===== src/rtl/rob_pkg.sv =====
package rob_pkg;
  localparam int XW = 8;
  typedef logic [XW-1:0] xing_t;

  // next crossing number in a turn of n crossings
  function automatic xing_t xing_step(xing_t p, int unsigned n);
    return (32'(p) == n - 1) ? '0 : p + 1'b1;
  endfunction

  // crossing number inside the turn
  function automatic logic xing_legal(xing_t x, int unsigned n);
    return 32'(x) < n;
  endfunction
endpackage


===== src/rtl/rob_ptrs.sv =====
module rob_ptrs
  import rob_pkg::*;
#(
  parameter int NSLOT = 159,
  localparam int CW = $clog2(NSLOT + 1)
) (
  input  logic          clk,
  input  logic          rst_n,
  input  logic          stb,
  input  logic          rel,
  output logic          take,
  output logic          full,
  output xing_t         wr_ptr,
  output xing_t         rd_ptr,
  output logic [CW-1:0] cnt
);
  assign full = (cnt == CW'(NSLOT));
  // a strobe is taken unless every slot is outstanding and none leaves now
  assign take = stb && (!full || rel);

  always_ff @(posedge clk) begin
    if (!rst_n) begin
      wr_ptr <= '0;
      rd_ptr <= '0;
      cnt    <= '0;
    end else begin
      if (take) wr_ptr <= xing_step(wr_ptr, NSLOT);
      if (rel)  rd_ptr <= xing_step(rd_ptr, NSLOT);
      case ({take, rel})
        2'b10:   cnt <= cnt + 1'b1;
        2'b01:   cnt <= cnt - 1'b1;
        default: cnt <= cnt;
      endcase
    end
  end
endmodule


===== src/rtl/rob_slots.sv =====
module rob_slots
  import rob_pkg::*;
#(
  parameter int NSLOT = 159,
  parameter int PW    = 8
) (
  input  logic             clk,
  input  logic             rst_n,
  input  logic             issue_en,
  input  xing_t            issue_idx,
  input  logic             rel_en,
  input  xing_t            rel_idx,
  input  logic             put_en,
  input  xing_t            put_idx,
  input  logic [PW-1:0]    put_data,
  input  xing_t            rd_idx,
  output logic [NSLOT-1:0] pend,
  output logic [NSLOT-1:0] pres,
  output logic [PW-1:0]    rd_data
);
  logic [PW-1:0] mem [NSLOT];

  always_ff @(posedge clk) begin
    if (!rst_n) begin
      pend <= '0;
      pres <= '0;
    end else begin
      for (int i = 0; i < NSLOT; i++) begin
        if (rel_en && rel_idx == xing_t'(i)) begin
          pend[i] <= 1'b0;
          pres[i] <= 1'b0;
        end
        if (put_en && put_idx == xing_t'(i)) pres[i] <= 1'b1;
        // reissue wins: a full turn reuses the slot released this cycle
        if (issue_en && issue_idx == xing_t'(i)) begin
          pend[i] <= 1'b1;
          pres[i] <= 1'b0;
        end
      end
    end
  end

  always_ff @(posedge clk) begin
    if (put_en) mem[put_idx] <= put_data;
  end

  assign rd_data = mem[rd_idx];
endmodule


===== src/rtl/rob_reorder.sv =====
module rob_reorder
  import rob_pkg::*;
#(
  parameter int NSLOT = 159,
  parameter int PW    = 8,
  localparam int CW   = $clog2(NSLOT + 1)
) (
  input  logic          clk,
  input  logic          rst_n,
  input  logic          xing_stb,
  input  logic          dec_valid,
  input  logic [XW-1:0] dec_xing,
  input  logic [PW-1:0] dec_data,
  input  logic          out_ready,
  output logic          out_valid,
  output logic [XW-1:0] out_xing,
  output logic [PW-1:0] out_data,
  output logic          out_timeout,
  output logic          late_valid,
  output logic [XW-1:0] late_xing,
  output logic          late_bad,
  output logic          ovf
);
  logic             take, full, rel, accept, legal, head_pres;
  xing_t            wr_ptr, rd_ptr, dec_idx;
  logic [CW-1:0]    cnt;
  logic [NSLOT-1:0] pend, pres;
  logic [PW-1:0]    head_data;

  rob_ptrs #(.NSLOT(NSLOT)) u_ptrs (
    .clk(clk), .rst_n(rst_n), .stb(xing_stb), .rel(rel),
    .take(take), .full(full), .wr_ptr(wr_ptr), .rd_ptr(rd_ptr), .cnt(cnt)
  );

  assign legal   = xing_legal(dec_xing, NSLOT);
  assign dec_idx = legal ? dec_xing : '0;

  assign head_pres = pres[rd_ptr];
  assign out_valid = (cnt != '0) && (head_pres || full);
  assign rel       = out_valid && out_ready;
  // stored only if outstanding, still empty, and not leaving this cycle
  assign accept    = dec_valid && legal && pend[dec_idx] && !pres[dec_idx]
                     && !(rel && rd_ptr == dec_idx);

  rob_slots #(.NSLOT(NSLOT), .PW(PW)) u_slots (
    .clk(clk), .rst_n(rst_n),
    .issue_en(take), .issue_idx(wr_ptr),
    .rel_en(rel), .rel_idx(rd_ptr),
    .put_en(accept), .put_idx(dec_idx), .put_data(dec_data),
    .rd_idx(rd_ptr), .pend(pend), .pres(pres), .rd_data(head_data)
  );

  assign out_xing    = rd_ptr;
  assign out_timeout = !head_pres;
  assign out_data    = head_pres ? head_data : '0;

  always_ff @(posedge clk) begin
    if (!rst_n) begin
      late_valid <= 1'b0;
      late_xing  <= '0;
      late_bad   <= 1'b0;
      ovf        <= 1'b0;
    end else begin
      late_valid <= dec_valid && !accept;
      late_xing  <= dec_xing;
      late_bad   <= dec_valid && !legal;
      ovf        <= xing_stb && !take;
    end
  end
endmodule


===== config.mk =====
export PLATFORM = sky130hd
export DESIGN_NAME = rob_reorder
export DESIGN_NICKNAME = d
export VERILOG_FILES = /design/src/rtl/rob_pkg.sv /design/src/rtl/rob_ptrs.sv /design/src/rtl/rob_slots.sv /design/src/rtl/rob_reorder.sv
export SDC_FILE = /design/constraint.sdc
export NUM_CORES = 2
export LEC_CHECK = 0
export ABC_AREA = 1
export BUFFER_PORTS_ARGS = -buffer_cell sky130_fd_sc_hd__buf_2
export CAP_MARGIN = 40
export CORE_MARGIN = 2
export CORE_UTILIZATION = 26
export CTS_BUF_LIST = sky130_fd_sc_hd__clkbuf_8
export DETAILED_ROUTE_END_ITERATION = 12
export PLACE_DENSITY_LB_ADDON = 0.15
export SYNTH_ARGS = -nofsm -noshare
export SYNTH_HDL_FRONTEND = slang
export SYNTH_HIERARCHICAL = 1
export SYNTH_SLANG_ARGS = --single-unit
export TNS_END_PERCENT = 5

===== constraint.sdc =====
create_clock -name clk -period 5.9 [get_ports clk]
set_input_delay 0.295 -clock clk [delete_from_list [all_inputs] [get_ports clk]]
set_output_delay 0.295 -clock clk [all_outputs]
set_load 0.05 [all_outputs]

# Word level (Yosys, flattened, before mapping)
# Memory sizes are Yosys's and may differ from the RTL's. A register that Yosys moved wholly into a read port is not among the register bits.
# Cells that the tools add are included.
# word_totals
regBits	353
word_cells	2283
ramBits	1272
output_inout_bits	29
input_bits	21
mem_count	1
# memory_table
memory	depth	width	rd	rd_clocked_by_memory_dff	write_ports	line	rtl
u_slots.mem	159	8	1	1	1	rob_slots.sv:21	logic [PW-1:0] mem [NSLOT];
# op_classes
bitwise	1
reduce_logical	979
n_addsub	4
mux	492
n_lt_le_gt_ge	3
eq_ne	478
# ops
operator	n
equality test 8 x 7 -> 1 bit (second input constant)	192
equality test 8 x 6 -> 1 bit (second input constant)	96
equality test 8 bit (second input constant)	94
nonzero test 2 bit	319
logical AND 1 bit	488
2-to-1 mux 1 bit	482
equality test 8 x 5 -> 1 bit (second input constant)	48
OR reduction 2 bit	159
equality test 8 x 4 -> 1 bit (second input constant)	24
equality test 8 x 3 -> 1 bit (second input constant)	12
equality test 8 x 2 -> 1 bit (second input constant)	6
2-to-1 mux 8 bit	6
adder 8 x 1 -> 8 bit (second input constant)	3
binary-select mux 1 bit (select 8 bit)	3
equality test 8 x 1 -> 1 bit (second input constant)	3
logical NOT 8 bit	3
< comparator 8 x 9 -> 1 bit (second input constant)	2
one-hot mux 8 bit (2 select lines)	1
equality test 8 bit	1
< comparator 8 bit (second input constant)	1
nonzero test 8 bit	1
subtractor 8 x 1 -> 8 bit (second input constant)	1
logical NOT 1 bit	7
equality test 2 x 1 -> 1 bit (second input constant)	1
3 further kinds	4

# Longest topological paths before layout
# logic_depth
depth_word	10
depth_mapped	27
ltp_nobuf	24

# Cells and area by module
# Netlist, hierarchy kept.
# by_module_without_submodules
module	instances	area_each_um2	cells_per_inst	seq_area_each_um2
rob_slots	1	63520.9	5818	44562.7
rob_reorder	1	5834.3	1242	220.2
rob_ptrs	1	1695.4	259	480.5

# Worst setup path before layout
# No wires, ideal clock.
# synth_path
path_kind	register to register
start	reg u_ptrs.rd_ptr[0]
end	mem u_slots.mem[100][0] (enable)
setup_slack_ns	2.039
path_stages_with_launch	22
path_buffers	3
period_less_slack_ns	3.861
required_time_ns	5.526
setup_ns	0.374
arrival_ns	3.488
path_cell_list	dfxtp_1 buf_2 inv_2 clkbuf_1 nand2_1 nand3_1 nand3_1 nand3_1 nand2_1 nand2_1 nand3_1 nand3_1 nand3_1 nand3b_1 nand4_1 nand2_1 a21oi_1 clkinv_1 clkbuf_1 nor2_1 clkinv_1 nor2_1
# synth_via
elab_chain_len	10
word_cells_on_any_way	11
classes_between	eq/ne: 1; mux: 4; reduce/logical: 6
# synth_lines
item	line	rtl
start, declared	rob_ptrs.sv:14	output xing_t rd_ptr,
start signal, assigned	rob_ptrs.sv:28	if (rel) rd_ptr <= xing_step(rd_ptr, NSLOT);
binary-select mux 1 bit (select 8 bit)	rob_reorder.sv:38	assign head_pres = pres[rd_ptr];
2-to-1 mux 1 bit (not written as such)	rob_reorder.sv:38	
logical OR 1 bit	rob_reorder.sv:39	assign out_valid = (cnt != '0) && (head_pres || full);
logical AND 1 bit	rob_reorder.sv:39	
logical AND 1 bit	rob_reorder.sv:40	assign rel = out_valid && out_ready;
logical AND 1 bit *	rob_reorder.sv:43	&& !(rel && rd_ptr == dec_idx);
logical NOT 1 bit *	rob_reorder.sv:43	
logical AND 1 bit *	rob_reorder.sv:43	
named net accept	rob_reorder.sv:24	logic take, full, rel, accept, legal, head_pres;
2-to-1 mux 1 bit *	rob_slots.sv:44	if (put_en) mem[put_idx] <= put_data;
2-to-1 mux 1 bit (not written as such) *	rob_slots.sv:44	
end, declared	rob_slots.sv:21	
# The timed path passes the listed nets; every way through them passes the cells marked *. The select of a mux whose other input is x is not followed.

# Final worst setup path
# layout_path
start	reg u_ptrs.rd_ptr[0]
end	out out_data[7]
# layout_via
elab_chain_len	3
# layout_lines
item	line	rtl
binary-select mux 1 bit (select 8 bit)	rob_reorder.sv:38	
2-to-1 mux 1 bit (not written as such)	rob_reorder.sv:38	
2-to-1 mux 8 bit	rob_reorder.sv:55	assign out_data = head_pres ? head_data : '0;
end, declared	rob_reorder.sv:17	output logic [PW-1:0] out_data,
# Every way passes these cells. The select of a mux whose other input is x is not followed.

==> metrics.md <==
| Metric | Value |
|---|---|
| Switch Pwr | 5.72 mW |
| Final Setup Violations | 0 |
| Synth area leaders | edfxtp_1, dfxtp_1, nand2_1 |
| HPWL after DPL | 181,000 um |
| Min cycle time layout | 5.62 ns |
| CP Capture Type | primary output |
| Sequential Area | 45,300 sq um |
| Initial Util | 26.2% |
| Critical Setup Path Class | reg -> out |
| Htree depth | 5 |
| Area Growth Syn to Fin | 16.7% |
| CTS resizes | 0 |
| P per Cell Area | 287 nW/um^2 |
| Top-area cell type share of the netlist area | 53.8% |
| Req. time, crit path | 5.61 ns |
| Worst vdd ir | 0.189 mV |
| Post-synth top flop | edfxtp_1 |
| Mapped Area | 71,100 sq um |
| Vias per cell | 4.99 |
| Max Clk Rate | 0.178 GHz |
| Die W | 527 um |
| Arr. time, crit path | 5.32 ns |
| CTS buffer count | 320 |
| Worst-Margin Slew | 0.989 ns |
| Mapped Cells | 7,319 |
| Root buf cell | clkbuf_8 |
| CTS tree | done |
| Starting DRT DRC Count | 5,638 |
| Critical R2R Launch | u_ptrs/rd_ptr[0] |
| Most frequent cells in the layout | nand2_1, nand3_1, edfxtp_1, nor2_1, a21oi_1 |
| Clock skew | 0.118 ns |
| GRT Util Overall | 20.0% |
| Port-buffer cells | 49 |
| Share of layout cells above drive strength 1 | 11.1% |
| Hold crit path type | in -> reg |
| Startpoint Class | flip-flop |
| Final Hold Fails | 0 |
| Post-CTS setup buffer count | 0 |
| DRC | 0 |
| I/O pins | 50 |
| CORE AREA | 271,000 sq um |
| # hold bufs at CTS | 38 |
| Routability congestion estimate | 0.919 |
| Die area | 277,000 sq um |
| Max_cap viols | 0 |
| Std cell rows | 191 |
| Sequential share of the synthesized area | 63.7% |
| Post-synth EDFFs | 1,272 |
| Final core utilization | 30.6% |
| Remaining Overflow, GRT | 0 |
| Setup TNS | 0 ns |
| R2R Setup Slk | 0.76 ns |
| 1st-pass router iterations | 6 |
| First-pass GRT wire length | 406,000 um |
| Leakage power total | 29.4 nW |
| Worst skew pair latency | 1.08 ns |
| Routed length per instance | 24.9 um |
| Fin. max-slew vios | 0 |
| Combinational fraction of design power | 3.6% |
| ANT nets after route | 0 |
| Most common cell after layout, fill and taps aside | nand2_1 |
| Yosys warns | 6 |
| Rel. slew slack | 33.7% |
| Initial antenna violation count | 12 |
| R2r worst-path depth | 20 |
| Layout Nets | 7,667 |
| Vias | 57,100 |
| Area of the multi-input gates | 22,100 sq um |
| Crit Path Max Fanout | 168 |
| Mapped Avg Cell Area | 9.71 sq um |
| Critical Path Source | u_ptrs/rd_ptr[0] |
| Synth area leader | edfxtp_1 |
| CTS Buffer Depth | 4 |
| Sw Share | 24.0% |
| Filler instances | 28,300 |
| Clock slew at reported path FFs | 0.06 ns |
| Fin crit share | 95.2% |
| Mapped Nets | 7,351 |
| Post-synthesis register bit count | 1,625 |
| Status | finished, final reports clean |
| Worst Hold Path Cells | 2 |
| Setup crit end | out_data[7] |
| R2r endpoint | u_slots/pres[71] |
| Post-synth ARST share | 0% |
| Detailed Route WL | 285,000 um |
| Largest net degree at the start of global routing | 169 |
| Chip Height | 527 um |
| Vias in the first global route | 55,300 |
| Clock network fraction of total power | 44.6% |
| Internal Power | 18.1 mW |
| Sequential group share of total power | 51.9% |
| Netlist cell types | 56 |
| RSZ-0062 raised after global routing | false |
| CTS sink count | 1,625 |
[worst min path at each step]
stage / start / endpoint / slack, ns
5_1_grt: dec_data[5] / u_slots/mem[67][5] / 0.18
4_1_cts: dec_data[5] / u_slots/mem[67][5] / 0.14
3_5_place_dp: u_slots/pend[142] / u_slots/pend[142] / 0.48
3_3_place_gp: u_slots/pend[115] / u_slots/pend[115] / 0.47
6_report: dec_data[1] / u_slots/mem[126][1] / 0.22
2_1_floorplan: dec_xing[1] / late_xing[1] / 0.39
[Yosys cell counts, drive strengths merged, types with 38 or more instances]
cell type  count
o211ai        38
nor3         183
nand3       1297
buf          330
a21oi        393
dfxtp        353
nand4         50
o21ai        182
edfxtp      1272
inv          255
clkinv        48
clkbuf       118
nand2       1868
nor2         828
[final cells by class]
cell class | instances | share of cell area (%)
inverters | 303 | 1.45
multi-input cells | 4943 | 26.7
clock inverters | 205 | 1.13
diodes | 4 | 0.0121
clock buffers | 352 | 5.84
flip-flops and latches | 1625 | 54.6
well taps | 3570 | 5.39
repair buffers | 442 | 4.94
[cells by family after synthesis]
| family | Yosys count | synth area share [%] |
|---|---|---|
| buffers and inverters | 751 | 5.20 |
| xor gates and xnor gates | 8 | 0.0986 |
| and+or+nand+nor | 4245 | 25.6 |
| adders and majority gates | 11 | 0.204 |
| DFF | 1625 | 63.7 |
| AOI/OAI and AO/OA | 679 | 5.19 |
[through the flow]
| step | instances | instance area, sq um | total power, mW | setup WS [ns] | hold slack (ns) |
|---|---|---|---|---|---|
| final | 11400 | 82900 | 23.8 | 0.281 | 0.222 |
| after global routing | 11400 | 82900 | 24.7 | 0.0845 | 0.179 |
| after CTS | 11400 | 82900 | 24.2 | 0.202 | 0.142 |
| after detailed placement | 10800 | 76800 | 13.4 | 0.841 | 0.480 |
| after global placement | 10800 | 76000 | 13.4 | 0.775 | 0.471 |
| after floorplan | 7319 | 71100 | 13.0 | 2.04 | 0.388 |
[routing by layer]
metal	vias up	wire length (um)	global-route usage, %
met2	2268	126000	30.8
met1	28300	126000	27.5
met3	597	20000	3.54
met5	-	11	0
li1	25900	-	-
met4	2	12600	8.38
[state kept, by name (all words and copies together), names as in the netlist]
register,flops
late_xing,8
u_slots/mem,1272
u_slots/pres,159
u_ptrs/wr_ptr,8
late_valid,1
u_ptrs/rd_ptr,8
late_bad,1
u_ptrs/cnt,8
u_slots/pend,159
ovf,1
[critical path: stages (launching register included)]
cell and delay (ns):
dfxtp_4 0.36, buf_12 0.18, buf_4 0.36, clkinv_16 0.30, buf_4 0.76, nand2_1 0.10, nand3_1 0.11, nand3_1 0.14
nand3_1 0.13, nand3_1 0.10, nand2_1 0.29, nand2_1 0.20, nand3_1 0.11, nand3_1 0.27, nand2_1 0.23, inv_1 0.07
nor2_1 0.09, buf_2 0.27
[power groups by stage]
stage | combinational [mW] | clock, mW | sequential (mW)
3_3_place_gp | 0.831 | 0 | 12.6
2_1_floorplan | 0.355 | 0 | 12.6
6_report | 0.850 | 10.6 | 12.4
4_1_cts | 0.853 | 10.9 | 12.4
5_1_grt | 0.904 | 11.4 | 12.4
3_5_place_dp | 0.831 | 0 | 12.6
No activity file was read; power rests on OpenSTA's default activity.
